==> config.mk <==
export PLATFORM = sky130hd
export DESIGN_NAME = rmp_pwm_top
export DESIGN_NICKNAME = d
export VERILOG_FILES = /design/src/rtl/rmp_pkg.sv /design/src/rtl/rmp_cfg_front.sv /design/src/rtl/rmp_cfg_stage.sv /design/src/rtl/rmp_cycle_ctr.sv /design/src/rtl/rmp_out_stage.sv /design/src/rtl/rmp_pwm_top.sv
export SDC_FILE = /design/constraint.sdc
export NUM_CORES = 1
export LEC_CHECK = 0
export BUFFER_PORTS_ARGS = -buffer_cell sky130_fd_sc_hd__buf_2
export CAP_MARGIN = 20
export CORE_ASPECT_RATIO = 1.1
export CORE_UTILIZATION = 30
export CTS_BUF_LIST = sky130_fd_sc_hd__clkbuf_2 sky130_fd_sc_hd__clkbuf_4 sky130_fd_sc_hd__clkbuf_8
export DETAILED_ROUTE_END_ITERATION = 10
export PLACE_DENSITY = 0.48
export SYNTH_ARGS = -nofsm -noshare
export SYNTH_HDL_FRONTEND = slang
export SYNTH_SLANG_ARGS = --single-unit
export TNS_END_PERCENT = 10
==> constraint.sdc <==
create_clock -name clk -period 9.2 [get_ports clk]
set_input_delay 1.38 -clock clk [delete_from_list [all_inputs] [get_ports clk]]
set_output_delay 1.38 -clock clk [all_outputs]
set_load 0.01 [all_outputs]
==> src/rtl/rmp_pkg.sv <==
package rmp_pkg;
    typedef enum logic {
        WR_RAW = 1'b0,
        WR_CYC = 1'b1
    } wr_mode_e;
endpackage

==> src/rtl/rmp_cfg_front.sv <==
// Decodes one setting write: raw reload/match or period/active cycle counts.
module rmp_cfg_front #(
    parameter int W = 32
) (
    input  logic         mode,
    input  logic [W-1:0] arg_a,
    input  logic [W-1:0] arg_b,
    output logic         ok,
    output logic [W-1:0] load_o,
    output logic [W-1:0] match_o
);
    import rmp_pkg::*;
    localparam logic [W-1:0] MAX = '1;
    localparam logic [W-1:0] ONE = W'(1);
    localparam logic [W-1:0] TWO = W'(2);

    wr_mode_e     kind;
    logic [W-1:0] act_len;
    logic [W-1:0] cyc_load;

    always_comb begin
        kind = wr_mode_e'(mode);
        // clamp active length into [1, P-1]
        if (arg_b == '0)
            act_len = ONE;
        else if (arg_b >= arg_a)
            act_len = arg_a - ONE;
        else
            act_len = arg_b;
        cyc_load = MAX - arg_a + ONE;
        if (kind == WR_CYC) begin
            ok      = (arg_a >= TWO);
            load_o  = cyc_load;
            match_o = cyc_load + act_len - ONE;
        end else begin
            ok      = (arg_a <= arg_b) && (arg_b != MAX);
            load_o  = arg_a;
            match_o = arg_b;
        end
    end
endmodule

==> src/rtl/rmp_cfg_stage.sv <==
// Staging register for accepted settings plus the reject pulse.
module rmp_cfg_stage #(
    parameter int           W         = 32,
    parameter logic [W-1:0] RST_LOAD  = '0,
    parameter logic [W-1:0] RST_MATCH = '0
) (
    input  logic         clk,
    input  logic         rst,
    input  logic         wr_en,
    input  logic         ok,
    input  logic [W-1:0] load_in,
    input  logic [W-1:0] match_in,
    output logic [W-1:0] pend_load,
    output logic [W-1:0] pend_match,
    output logic         err
);
    typedef struct packed {
        logic [W-1:0] ld;
        logic [W-1:0] mt;
        logic         err;
    } stage_t;

    stage_t st_d, st_q;

    always_comb begin
        st_d     = st_q;
        st_d.err = 1'b0;
        if (wr_en) begin
            if (ok) begin
                st_d.ld = load_in;
                st_d.mt = match_in;
            end else begin
                st_d.err = 1'b1;
            end
        end
    end

    always_ff @(posedge clk) begin
        if (rst) begin
            st_q.ld  <= RST_LOAD;
            st_q.mt  <= RST_MATCH;
            st_q.err <= 1'b0;
        end else begin
            st_q <= st_d;
        end
    end

    assign pend_load  = st_q.ld;
    assign pend_match = st_q.mt;
    assign err        = st_q.err;
endmodule

==> src/rtl/rmp_cycle_ctr.sv <==
// Up counter with reload at wrap; active settings commit only at wrap or while idle.
module rmp_cycle_ctr #(
    parameter int           W         = 32,
    parameter logic [W-1:0] RST_LOAD  = '0,
    parameter logic [W-1:0] RST_MATCH = '0
) (
    input  logic         clk,
    input  logic         rst,
    input  logic         en,
    input  logic [W-1:0] pend_load,
    input  logic [W-1:0] pend_match,
    output logic         run,
    output logic [W-1:0] cnt,
    output logic [W-1:0] act_load,
    output logic [W-1:0] act_match,
    output logic         wrap
);
    localparam logic [W-1:0] MAX = '1;

    typedef struct packed {
        logic         run;
        logic [W-1:0] cnt;
        logic [W-1:0] ld;
        logic [W-1:0] mt;
    } ctr_t;

    ctr_t c_d, c_q;
    logic at_top;

    always_comb begin
        c_d    = c_q;
        c_d.run = en;
        at_top = c_q.run && (c_q.cnt == MAX);
        if (!c_q.run || at_top) begin
            c_d.cnt = pend_load;
            c_d.ld  = pend_load;
            c_d.mt  = pend_match;
        end else begin
            c_d.cnt = c_q.cnt + W'(1);
        end
    end

    always_ff @(posedge clk) begin
        if (rst) begin
            c_q.run <= 1'b0;
            c_q.cnt <= RST_LOAD;
            c_q.ld  <= RST_LOAD;
            c_q.mt  <= RST_MATCH;
        end else begin
            c_q <= c_d;
        end
    end

    assign run       = c_q.run;
    assign cnt       = c_q.cnt;
    assign act_load  = c_q.ld;
    assign act_match = c_q.mt;
    assign wrap      = at_top;
endmodule

==> src/rtl/rmp_out_stage.sv <==
// Active window compare and polarity.
module rmp_out_stage #(
    parameter int W = 32
) (
    input  logic         run,
    input  logic [W-1:0] cnt,
    input  logic [W-1:0] act_match,
    input  logic         pol_inv,
    output logic         pwm
);
    logic active;
    always_comb begin
        active = run && (cnt <= act_match);
        pwm    = active ^ pol_inv;
    end
endmodule

==> src/rtl/rmp_pwm_top.sv <==
module rmp_pwm_top #(
    parameter int W = 32
) (
    input  logic         clk,
    input  logic         rst,
    input  logic         en,
    input  logic         pol_inv,
    input  logic         wr_en,
    input  logic         wr_mode,
    input  logic [W-1:0] wr_a,
    input  logic [W-1:0] wr_b,
    output logic         pwm_out,
    output logic         wrap_pulse,
    output logic         cfg_err
);
    localparam logic [W-1:0] MAX       = '1;
    localparam logic [W-1:0] RST_LOAD  = MAX - W'(1);
    localparam logic [W-1:0] RST_MATCH = MAX - W'(1);

    logic         dec_ok;
    logic [W-1:0] dec_load, dec_match;
    logic [W-1:0] pend_load, pend_match;
    logic         run;
    logic [W-1:0] cnt, act_load, act_match;

    rmp_cfg_front #(.W(W)) front_i (
        .mode    (wr_mode),
        .arg_a   (wr_a),
        .arg_b   (wr_b),
        .ok      (dec_ok),
        .load_o  (dec_load),
        .match_o (dec_match)
    );

    rmp_cfg_stage #(.W(W), .RST_LOAD(RST_LOAD), .RST_MATCH(RST_MATCH)) stage_i (
        .clk        (clk),
        .rst        (rst),
        .wr_en      (wr_en),
        .ok         (dec_ok),
        .load_in    (dec_load),
        .match_in   (dec_match),
        .pend_load  (pend_load),
        .pend_match (pend_match),
        .err        (cfg_err)
    );

    rmp_cycle_ctr #(.W(W), .RST_LOAD(RST_LOAD), .RST_MATCH(RST_MATCH)) ctr_i (
        .clk        (clk),
        .rst        (rst),
        .en         (en),
        .pend_load  (pend_load),
        .pend_match (pend_match),
        .run        (run),
        .cnt        (cnt),
        .act_load   (act_load),
        .act_match  (act_match),
        .wrap       (wrap_pulse)
    );

    rmp_out_stage #(.W(W)) out_i (
        .run       (run),
        .cnt       (cnt),
        .act_match (act_match),
        .pol_inv   (pol_inv),
        .pwm       (pwm_out)
    );
endmodule

Word-level counts from Yosys, hierarchy flattened

Cells that the tools add are included.

Bits in registers: 130
Word-level logic and storage cells: 35

Add/subtract/negate cells: 6
Order comparisons: 4
Equality and inequality tests: 2
Muxes and demuxes: 7
Bitwise logic cells: 2
Reduce and logical (&&, ||, !) cells: 8

Operators with widths:

| operator                 | number |
|---|---|
| $mux W32                 | 5 |
| $add A32 B1 Y32 const B  | 2 |
| $le A32 B32 Y1           | 2 |
| $sub A32 B1 Y32 const B  | 2 |
| $add A32 B32 Y32         | 1 |
| $eq A32 B32 Y1 const B   | 1 |
| $ge A32 B2 Y1 const B    | 1 |
| $ge A32 B32 Y1           | 1 |
| $logic_not A32 Y1        | 1 |
| $ne A32 B32 Y1 const B   | 1 |
| $sub A32 B32 Y32 const A | 1 |
| $logic_and A1 B1 Y1      | 3 |
| $mux W1                  | 2 |
| $reduce_and A2 Y1        | 1 |
| $reduce_or A2 Y1         | 1 |
| $logic_not A1 Y1         | 1 |
| $logic_or A1 B1 Y1       | 1 |
| $not A1 Y1               | 1 |
| $xor A1 B1 Y1            | 1 |

Logic depth before layout (Yosys ltp)

Gate-level depths: netlist of run 1.

Depth in word-level cells: 6
Mapped depth: 26
Mapped depth without buffers: 24

Cells and area by module

A second synthesis of run 1 with hierarchy kept.

Cell total of the unflattened synthesis: 1566
Area total of the unflattened synthesis: 12529.5 um2

Modules (own cells, without submodules):

| module        | times used | cells each | area each (um2) |
|---|---|---|---|
| rmp_cfg_front | 1          | 768        | 5122.4 |
| rmp_cycle_ctr | 1          | 453        | 4076.4 |
| rmp_cfg_stage | 1          | 224        | 2479.9 |
| rmp_out_stage | 1          | 121        | 850.8 |

Worst setup path before layout of run 1

No wires, ideal clock.

Path type: input to register
Start point: in wr_a[25]
End point: reg stage_i.st_q, in the netlist stage_i.pend_match[25]
Arrival time: 5.970 ns
Data required time: 9.066 ns
Path slack: 3.096 ns
Stages on the path: 22
Buffers on the path: 2
Cell sequence: inv_1 ha_1 a21oi_1 o21ai_0 a221oi_1 o211a_1 or2_2 clkbuf_1 clkbuf_1 mux2_2 nand2_1 ha_1 fa_1 nand2b_1 a21oi_1 o21ai_0 o221ai_1 o21ba_2 o211a_1 o32ai_1 a2111oi_0 a21oi_1

Cells in the longest elaborated chain, start to end: 6
Elaborated cells on any way between the ends: 14

RTL lines:

| what                                                                     | line                | text |
|---|---|---|
| from (decl)                                                              | rmp_pwm_top.sv:10   | `input logic [W-1:0] wr_a,` |
| parallel branches: the longest is 6 deep, another holds $sub A32 B32 Y32 | --                  |  |
| to (signal assigned)                                                     | rmp_cfg_stage.sv:44 | `st_q <= st_d;` |
| to (decl)                                                                | rmp_cfg_stage.sv:23 | `stage_t st_d, st_q;` |

Parallel ways; which one is timed is not known.
A chain may end at the register's enable or synchronous reset.

Worst setup path in the final report of run 1

Start point: in wr_a[25]
End point: reg stage_i.st_q, in the netlist stage_i.pend_match[30]

Same word-level chain as after synthesis.

==> run metrics, run 1 <==
status=finished clean; first-pass GRT wire length=50,400 um; crit-path max FO=23; die footprint=0.0362 mm^2; GPL Wtd Cong=0.828; DR WL/cell=16.9 um; # fillers=3,705; worst slack at placement=1.82 ns; # clock sinks=130; Worst Path Class, Setup=input port to register; Syn Area/Cell=7.74 um^2; # DRC=0; Die Span X=181 um; # rows=71; CP Buf/Inv Count=4; Fin Clk Skew=0.0157 ns; min-delay worst type=register to register; Syn Std Cell Area=0.0106 mm^2; number of flops mapped to enable cells by yosys=0; Post-CTS Setup Bufs=0; final setup vio count=0; NumNets Final=1,606; worst setup margin=2.30 ns; Reg2Reg Depth=9; DR pass1 iterations=5; share of cells above drive strength 1=10.8%; Mapped Nets=1,572; Finished Cell Area=0.0117 mm^2; GRT Residual Overflow=0; FF-to-FF End=ctr_i.act_match[8]; Clock Tree Root=clkbuf_8; core area=0.0346 mm^2; startpoint of the worst register-to-register path=ctr_i.cnt[3]; die height=199 um; PwrDens=162 mW/mm^2; Setup Total Neg Slack=0 ns; Gate Count Post-Synth=1,373; Seq/Total Area, Yosys=24.5%; Worst-Skew Late Latency=0.46 ns; htree depth=4; hold path startpoint=ctr_i.act_match[0]; Via density=5.10; routed wire length=31,400 um; Top Ports=73; largest net degree at the start of global routing=100; CP delay by family, top=compound AO/OA/AOI/OAI gates; Worst EP arrival=7.21 ns; VDD IR max=0.0849 mV; LEAKAGE=5.45 nW; minimum clock period=6.90 ns; multi-input logic area=0.00729 mm^2; Worst slew margin=31.3%; vias in the first global route=9,020; DR iter-0 viols=491; startpoint types=input port; number of gates resized after CTS=0; via count=9,478; endpoints failing hold=0; initial antenna violation count=0; Worst path slowest cell=a221oi_1; Worst-Margin Slew=1.03 ns; hold_buf cts=0; crit-path cells=buf_2 -> inv_1 -> ha_1 -> a21oi_1 -> o21ai_0 -> a221oi_1 -> o21a_1 -> or2_2 -> buf_4 -> mux2_2 -> nand2_1 -> ha_1 -> inv_1 -> ha_1 -> and4_1 -> nand4_1 -> nand4b_1 -> a21oi_1 -> nor4_1 -> a211oi_1 -> xor2_1 -> a2111oi_0 -> a21oi_1; CTS tree=done; Main synth FF type=dfxtp_1; fin util=33.9%; Starting Density=30.7%; achievable clock frequency=0.145 GHz; post-route ant nets=0; slowest stage delay, CP=0.89 ns; CP endpoint kind=register; TritonCTS Buffers=17; Max Root-Sink Buffers=2; hpwl dp=24,500 um; gr usage total=17.9%; Pins Over Slew Limit=0; WHS Path Cells=2; area delta synth->final=10.3%; async set-reset flop share out of synthesis=0%; Reg2Reg Setup Slack=5.28 ns; Worst Hold Endpoint=ctr_i.act_match[0]; Yosys warnings=0; fin crit share=75.0%; diodes inserted=0; placed cell area=0.0113 mm^2; WP data required=9.51 ns; RSZ-0062 raised after global routing=no; PortBufs=72; #FFs+latches synth=130; sequential cell area=0.00260 mm^2; Clk pin slew, worst setup/hold paths=0.09 ns; max-cap violations=0; post-synth cell types=65
## report_power, final
group	internal, mW	leakage (nW)	switching [mW]
registers	0.618	1.08	0.0380
logic	0.321	4.19	0.455
clock network	0.199	0.182	0.270
## logic make-up (layout without fill, tap and decap cells)
kind of cell | count (synthesis) | in the layout | synth area share [%]
multiplexers | 42 | 42 | 4.25
buffers and inverters | 196 | 243 | 6.98
adder cells (fa/ha/maj) | 129 | 129 | 15.3
AND/OR/NAND/NOR | 467 | 467 | 21.0
flip-flops | 130 | 130 | 24.5
AO/OA/AOI/OAI | 301 | 301 | 19.1
XOR/XNOR | 108 | 108 | 8.90
## through the flow
stage / power (mW) / instances / hold slack [ns]
floorplan: 1.23 / 1373 / 0.436
global placement: 1.44 / 1826 / 0.453
detailed placement: 1.44 / 1826 / 0.459
CTS: 1.92 / 1858 / 0.482
global route: 2.05 / 1858 / 0.498
finish: 1.90 / 1858 / 0.483
## per-layer routing
metal | share of wire [%] | track usage (%) | vias to the layer above
met2 | 45 | 28.9 | 123
met3 | 1.8 | 1.49 | 30
met4 | 2.2 | 5.68 | 0
met5 | 0 | 0 | -
met1 | 51 | 25.0 | 4416
li1 | - | - | 4909
## area by class of cell
cell class	count	area share, %
Inverter	133	4.27
Clock inverter	15	1.17
Tap cell	438	4.68
Multi-Input combinational cell	1047	62.2
Sequential cell	130	22.2
Clock buffer	17	2.00
Timing Repair Buffer	78	3.46
## how the worst max path moves through the flow
stage                     slack [ns]                     end     start  depth (start not counted)
after floorplan                 3.10  stage_i.pend_match[25]  wr_a[25]                         22
after global placement          1.85  stage_i.pend_match[30]  wr_a[27]                         23
after detailed placement        1.82  stage_i.pend_match[30]  wr_a[25]                         23
after CTS                       2.36  stage_i.pend_match[30]  wr_a[25]                         23
after global routing            1.81  stage_i.pend_match[25]  wr_a[25]                         23
final                           2.30  stage_i.pend_match[30]  wr_a[25]                         23
## cells in the mapped netlist, types with 4 or more instances
master	count	area share (%)
nor4_1	15	0.88
nand2_1	216	7.6
o21a_1	6	0.42
o21ai_0	44	2.1
and3_1	8	0.47
ha_1	128	15
clkbuf_1	53	1.9
or3_1	7	0.41
and4_1	5	0.41
o211ai_1	121	8.6
mux2_2	25	2.6
xor2_1	28	2.3
nand4_1	29	1.7
a21oi_1	62	2.9
a31oi_1	4	0.24
nor3_1	22	1.0
a211oi_1	14	0.99
xnor2_1	80	6.6
inv_1	132	4.7
or4_1	4	0.28
dfxtp_1	130	24
a2111oi_0	4	0.33
nor2b_1	14	0.82
buf_1	5	0.18
mux2i_1	17	1.6
nor2_1	69	2.4
nor3b_1	5	0.35
nand3b_1	6	0.42
buf_2	5	0.24
nand3_1	24	1.1
nand2b_1	24	1.4
a21o_1	18	1.3
or2_2	7	0.41
## cells in the final DEF (no fill, tap or decap), drive strengths merged, types with 17 or more instances in the layout
| cell type | netlist | final |
|---|---|---|
| nor4 | 17 | 17 |
| nand4 | 29 | 29 |
| xor2 | 28 | 28 |
| dfxtp | 130 | 130 |
| mux2 | 25 | 25 |
| ha | 128 | 128 |
| o21ai | 44 | 44 |
| o211ai | 121 | 121 |
| nand2 | 216 | 216 |
| mux2i | 17 | 17 |
| clkbuf | 53 | 17 |
| a21o | 18 | 18 |
| nor2 | 69 | 69 |
| a21oi | 62 | 62 |
| nand3 | 24 | 24 |
| inv | 133 | 142 |
| buf | 10 | 78 |
| nor3 | 23 | 23 |
| xnor2 | 80 | 80 |
| nand2b | 24 | 24 |
## tightest hold or removal path: cells and delay by family (launching register included)
family	cells	cell delay, ns
AO/OA/AOI/OAI	1	0.05
flip-flops	1	0.33
AND/OR/NAND/NOR	1	0.06
## sequential cells by signal, summed over array words and instances, names as in the netlist
register            count
stage_i.err             1
stage_i.pend_load      32
ctr_i.cnt              32
stage_i.pend_match     32
ctr_i.run               1
ctr_i.act_match        32
No activity file was read; power rests on OpenSTA's default activity.
==> run 2, diff against run 1 <==
Settings changed: PLACE_DENSITY 0.48 to 0.5.
Clock period 9.2 ns to 6.1 ns, I/O delays scaled along.
==> run 2 against run 1 <==
Compared with the run above: non-clock buffer count increased by 65; critical path depth up 3; clock power rose by 56%; count of clock-buffer cells in the layout grew 4; register-to-register slack got worse by 2.9 ns; utilization up 1.5 points; clock skew fell by 0.0021 ns; final cell count increased by 3.4%; worst hold slack worse by 0.021 ns; sequential cell count stayed put; combinational power increased by 69%; worst setup slack worse by 1.9 ns; critical endpoint is now stage_i.pend_match[27]; largest power group unchanged; highest routed layer unchanged.
==> run metrics, run 2 (synthesized netlist as in run 1, its figures left out) <==
Worst-Skew Late Latency=0.43 ns (-0.03 ns); WHS Path Cells=2 (unchanged); Top Ports=73 (unchanged); DR iter-0 viols=661 (+35%); initial antenna violation count=0 (unchanged); worst slack at placement=-0.189 ns (-2.01 ns); Max Root-Sink Buffers=2 (unchanged); LEAKAGE=5.77 nW (+5.9%); share of cells above drive strength 1=14.7% (+3.9 points); achievable clock frequency=0.176 GHz; Clk pin slew, worst setup/hold paths=0.07 ns (-0.02 ns); final setup vio count=0 (unchanged); max-cap violations=0 (unchanged); hold path startpoint=ctr_i.act_match[0]; hpwl dp=25,200 um (+2.7%); gr usage total=18.1% (+0.22 points); # DRC=0 (unchanged); GRT Residual Overflow=0 (unchanged); diodes inserted=0 (unchanged); worst setup margin=0.425 ns (-1.87 ns); RSZ-0062 raised after global routing=no; Worst slew margin=39.7% (+8.4 points); vias in the first global route=9,208 (+2.1%); Reg2Reg Depth=9 (unchanged); area delta synth->final=15.2%; # rows=71 (unchanged); CP Buf/Inv Count=6 (+2); number of gates resized after CTS=0 (unchanged); Hold WS=0.462 ns (-0.0210 ns); # clock sinks=130 (unchanged); minimum clock period=5.67 ns; PwrDens=248 mW/mm^2 (+53%); first-pass GRT wire length=51,000 um (+1.1%); commonest cells after routing, fill and taps aside=nand2_1, inv_1, dfxtp_1, ha_1, o211ai_1; min-delay worst type=register to register; GPL Wtd Cong=0.870 (+5.1%); VDD IR max=0.135 mV (+59%); Post-CTS Setup Bufs=0 (unchanged); startpoint of the worst register-to-register path=ctr_i.cnt[3]; hold_buf cts=0 (unchanged); CP delay by family, top=compound AO/OA/AOI/OAI gates; CP endpoint kind=register; Worst-Margin Slew=0.904 ns (-0.126 ns); largest net degree at the start of global routing=87 (-13%); Via density=5.02 (-1.5%); Pins Over Slew Limit=0 (unchanged); DR pass1 iterations=5 (unchanged); WP data required=6.39 ns (-3.12 ns); Worst path slowest cell=or2_2; crit-path max FO=9 (-61%); fin crit share=93.0%; Worst EP arrival=5.96 ns (-1.25 ns); endpoints failing hold=0 (unchanged); Setup Total Neg Slack=0 ns (unchanged); Reg2Reg Setup Slack=2.38 ns (-2.90 ns); post-route ant nets=0 (unchanged); NumNets Final=1,671 (+4.0%); Worst Path Class, Setup=input port to register; status=finished clean; Clock Tree Root=clkbuf_8; htree depth=4 (unchanged); commonest non-fill, non-tap cell in the layout=nand2_1; startpoint types=input port; Starting Density=30.7% (unchanged); PortBufs=72 (unchanged); slowest stage delay, CP=0.39 ns (-0.50 ns); Die Span X=181 um (unchanged); TritonCTS Buffers=17 (unchanged); Fin Clk Skew=0.0137 ns (-0.00207 ns); CTS tree=done; die footprint=0.0362 mm^2 (unchanged); via count=9,656 (+1.9%); routed wire length=32,200 um (+2.4%); core area=0.0346 mm^2 (unchanged); Worst Hold Endpoint=ctr_i.act_match[0]; # fillers=3,661 (-1.2%); die height=199 um (unchanged); FF-to-FF End=ctr_i.act_match[30]; DR WL/cell=16.7 um (-0.98%)
run 2: cell count changes in the layout (fill, tap and decap cells not counted), sizes merged:
cell and delta:
bufinv +2, inv -10, clkbuf +4, buf +65
clkinv +2, clkinvlp +1
run 2: per-stage QoR:
stage | power (mW) | instances | area, um^2 | util (%)
6_report | 3.03 | 1922 | 12200 | 35.4
5_1_grt | 3.26 | 1922 | 12200 | 35.4
4_1_cts | 3.06 | 1922 | 12200 | 35.4
3_5_place_dp | 2.31 | 1891 | 11800 | 34.3
3_3_place_gp | 2.30 | 1891 | 11800 | 34.3
2_1_floorplan | 1.86 | 1373 | 10600 | -
run 2: worst reg2reg max path, cell delays in order (launching register included):
cell,delay [ns]
dfxtp_1,0.42
and3_1,0.25
nand3_1,0.17
or3_1,0.41
nor3_1,0.58
and3_1,0.34
nand2b_4,0.73
buf_4,0.49
nand2_1,0.13
o211ai_1,0.10
run 2: cell type report:
cell class              instances  area [um^2]  area share (%)
multi-input cells            1047         7290            59.6
flip-flops and latches        130         2600            21.3
repair buffers                143          906            7.40
well taps                     438          548            4.48
inverters                     133          500            4.09
clock buffers                  21          277            2.26
clock inverters                10          110           0.900
run 2: power by group:
| group | internal (mW) | leakage [nW] | switching [mW] |
|---|---|---|---|
| Sequential | 0.932 | 1.08 | 0.0564 |
| Combinational | 0.593 | 4.50 | 0.722 |
| Clock | 0.388 | 0.190 | 0.343 |
run 2: worst max-delay path by stage:
stage	start	endpoint	slack, ns	depth (start not counted)
after CTS	wr_a[9]	stage_i.pend_match[27]	0.26	27
after floorplan	wr_a[25]	stage_i.pend_match[25]	0.46	22
final	wr_a[9]	stage_i.pend_match[27]	0.43	26
after global placement	wr_a[9]	stage_i.pend_match[27]	-0.18	27
after detailed placement	wr_a[9]	stage_i.pend_match[27]	-0.19	27
after global routing	wr_a[9]	stage_i.pend_match[27]	0.10	26
run 2: layer usage:
metal	global-route usage, %	up-vias	part of all wire, %
li1	-	5016	-
met1	25.4	4444	51
met2	28.8	163	45
met3	1.64	33	2.1
met4	6.21	0	2.3
met5	0	-	0
==> run 3, diff against run 2 <==
Settings changed: CELL_PAD_IN_SITES_DETAIL_PLACEMENT set to 1, CELL_PAD_IN_SITES_GLOBAL_PLACEMENT set to 1, PLACE_DENSITY 0.5 to 0.62.
==> run 3 against run 2 <==
Compared with the run above: combinational power down 4%; die area did not move; worst setup slack lost 0.015 ns; utilization down 0.46 points; final cell count fell by 1.4%; register-to-register slack improved by 0.13 ns.
==> run metrics, run 3 (synthesized netlist as in run 1, its figures left out) <==
status=finished clean; commonest non-fill, non-tap cell in the layout=nand2_1; # clock sinks=130 (unchanged); largest net degree at the start of global routing=76 (-13%); Placed Cells=1,863 (-1.5%); achievable clock frequency=0.176 GHz (-0.27%); gr usage total=19.6% (+1.5 points); Fin Clk Skew=0.0214 ns (+0.00776 ns); CP endpoint kind=register; # fillers=4,187 (+14%); Die Span X=181 um (unchanged); commonest cells after routing, fill and taps aside=nand2_1, inv_1, dfxtp_1, ha_1, o211ai_1; initial antenna violation count=1 (+1); Via density=5.17 (+2.9%); routed wire length=34,500 um (+7.3%); area delta synth->final=13.7%; NumNets Final=1,643 (-1.7%); post-route insts no fill=1,896 (-1.4%); fin crit share=93.3% (+0.25 points); # DRC=0 (unchanged); Pins Over Slew Limit=0 (unchanged); startpoint types=input port; CTS tree=done; via count=9,801 (+1.5%); GPL Wtd Cong=0.865 (-0.63%); GRT Residual Overflow=0 (unchanged); DR pass1 iterations=5 (unchanged); Worst EP arrival=6.02 ns (+0.06 ns); core area=0.0346 mm^2 (unchanged); htree depth=4 (unchanged); max-cap violations=0 (unchanged); LEAKAGE=5.67 nW (-1.8%); Worst-Margin Slew=0.917 ns (+0.0129 ns); Worst-Skew Late Latency=0.46 ns (+0.03 ns); min-delay worst type=register to register; # rows=71 (unchanged); DR WL/cell=18.2 um (+8.8%); first-pass GRT wire length=55,400 um (+8.7%); WP data required=6.43 ns (+0.04 ns); Post-CTS Setup Bufs=0 (unchanged); post-route ant nets=0 (unchanged); minimum clock period=5.69 ns (+0.0151 ns); Worst Path Class, Setup=input port to register; PortBufs=72 (unchanged); die footprint=0.0362 mm^2 (unchanged); crit-path max FO=15 (+6); Setup Total Neg Slack=0 ns (unchanged); TritonCTS Buffers=17 (unchanged); DR iter-0 viols=538 (-19%); met2 Use GR=32.6% (+3.8 points); Starting Density=30.7% (unchanged); share of cells above drive strength 1=13.0% (-1.6 points); Top Ports=73 (unchanged); VDD IR max=0.128 mV (-5.7%); Worst slew margin=38.4% (-1.3 points); vias in the first global route=9,933 (+7.9%); Clk pin slew, worst setup/hold paths=0.10 ns (+0.03 ns); M1 GR Usage=26.7% (+1.3 points); die height=199 um (unchanged); hpwl dp=27,200 um (+8.1%); endpoints failing hold=0 (unchanged); Max Root-Sink Buffers=2 (unchanged); Clock Tree Root=clkbuf_8; PwrDens=254 mW/mm^2 (+2.6%); met3 track demand over resource=1.46% (-0.18 points); RSZ-0062 raised after global routing=no; GRT busiest layer=met2; final setup vio count=0 (unchanged)
[run 3: timing repair]
item	in CTS	in global routing
gates resized for setup	0	2
setup endpoints to repair	0	4
hold buffers	0	0
[run 3: layout make-up]
type,instances,area (um^2),area share [%]
antenna,1,2.50,0.0207
clock buffer,18,248,2.05
clock inverter,14,191,1.59
inverter,133,500,4.14
multi-input combinational,1047,7290,60.4
sequential,130,2600,21.5
tap,438,548,4.54
timing repair buffer,115,696,5.76
[run 3: stage by stage]
step	total power, mW	utilization, %	hold slack, ns	setup slack, ns	area [um^2]
after floorplan	1.86	-	0.436	0.461	10600
after global placement	2.24	33.7	0.452	-0.0645	11600
after detailed placement	2.27	33.7	0.463	-0.143	11600
after CTS	3.11	34.9	0.478	0.360	12100
after global routing	3.31	34.9	0.501	0.0134	12100
final	3.07	34.9	0.474	0.410	12100
[run 3: critical path, stage by stage]
cell	delay [ns]
buf_2	0.14
inv_1	0.13
ha_1	0.33
a21oi_1	0.15
o21ai_0	0.15
a211oi_1	0.47
o211a_1	0.25
or2_2	0.31
buf_12	0.20
buf_4	0.23
mux2_2	0.35
nand2_1	0.07
ha_1	0.23
inv_1	0.06
ha_1	0.29
a21o_1	0.21
a21o_1	0.18
a21oi_1	0.24
nand2_1	0.12
nor4_1	0.20
a211oi_1	0.10
xor2_1	0.15
a2111oi_0	0.46
a21oi_1	0.07
[run 3: layer usage]
metal / routed length [um] / up-vias
met3: 610 / 36
met5: 0 / -
met1: 17200 / 4693
li1: - / 4965
met4: 775 / 0
met2: 16000 / 107
[run 3: worst paths after layout]
check / start / to / slack, ns / depth (start not counted)
worst min-delay path: ctr_i.act_match[0] / ctr_i.act_match[0] / 0.47 / 2
worst max-delay path: wr_a[9] / stage_i.pend_match[30] / 0.41 / 24
worst min register to register: ctr_i.act_match[0] / ctr_i.act_match[0] / 0.47 / 2
worst max register to register: ctr_i.cnt[3] / ctr_i.act_match[3] / 2.51 / 9
[run 3: power breakdown]
| group | switching (mW) | leakage, nW | total [mW] | internal (mW) |
|---|---|---|---|---|
| Clock | 0.393 | 0.223 | 0.823 | 0.430 |
| Combinational | 0.729 | 4.37 | 1.26 | 0.531 |
| Sequential | 0.0573 | 1.08 | 0.989 | 0.932 |
| Total | 1.18 | 5.67 | 3.07 | 1.89 |
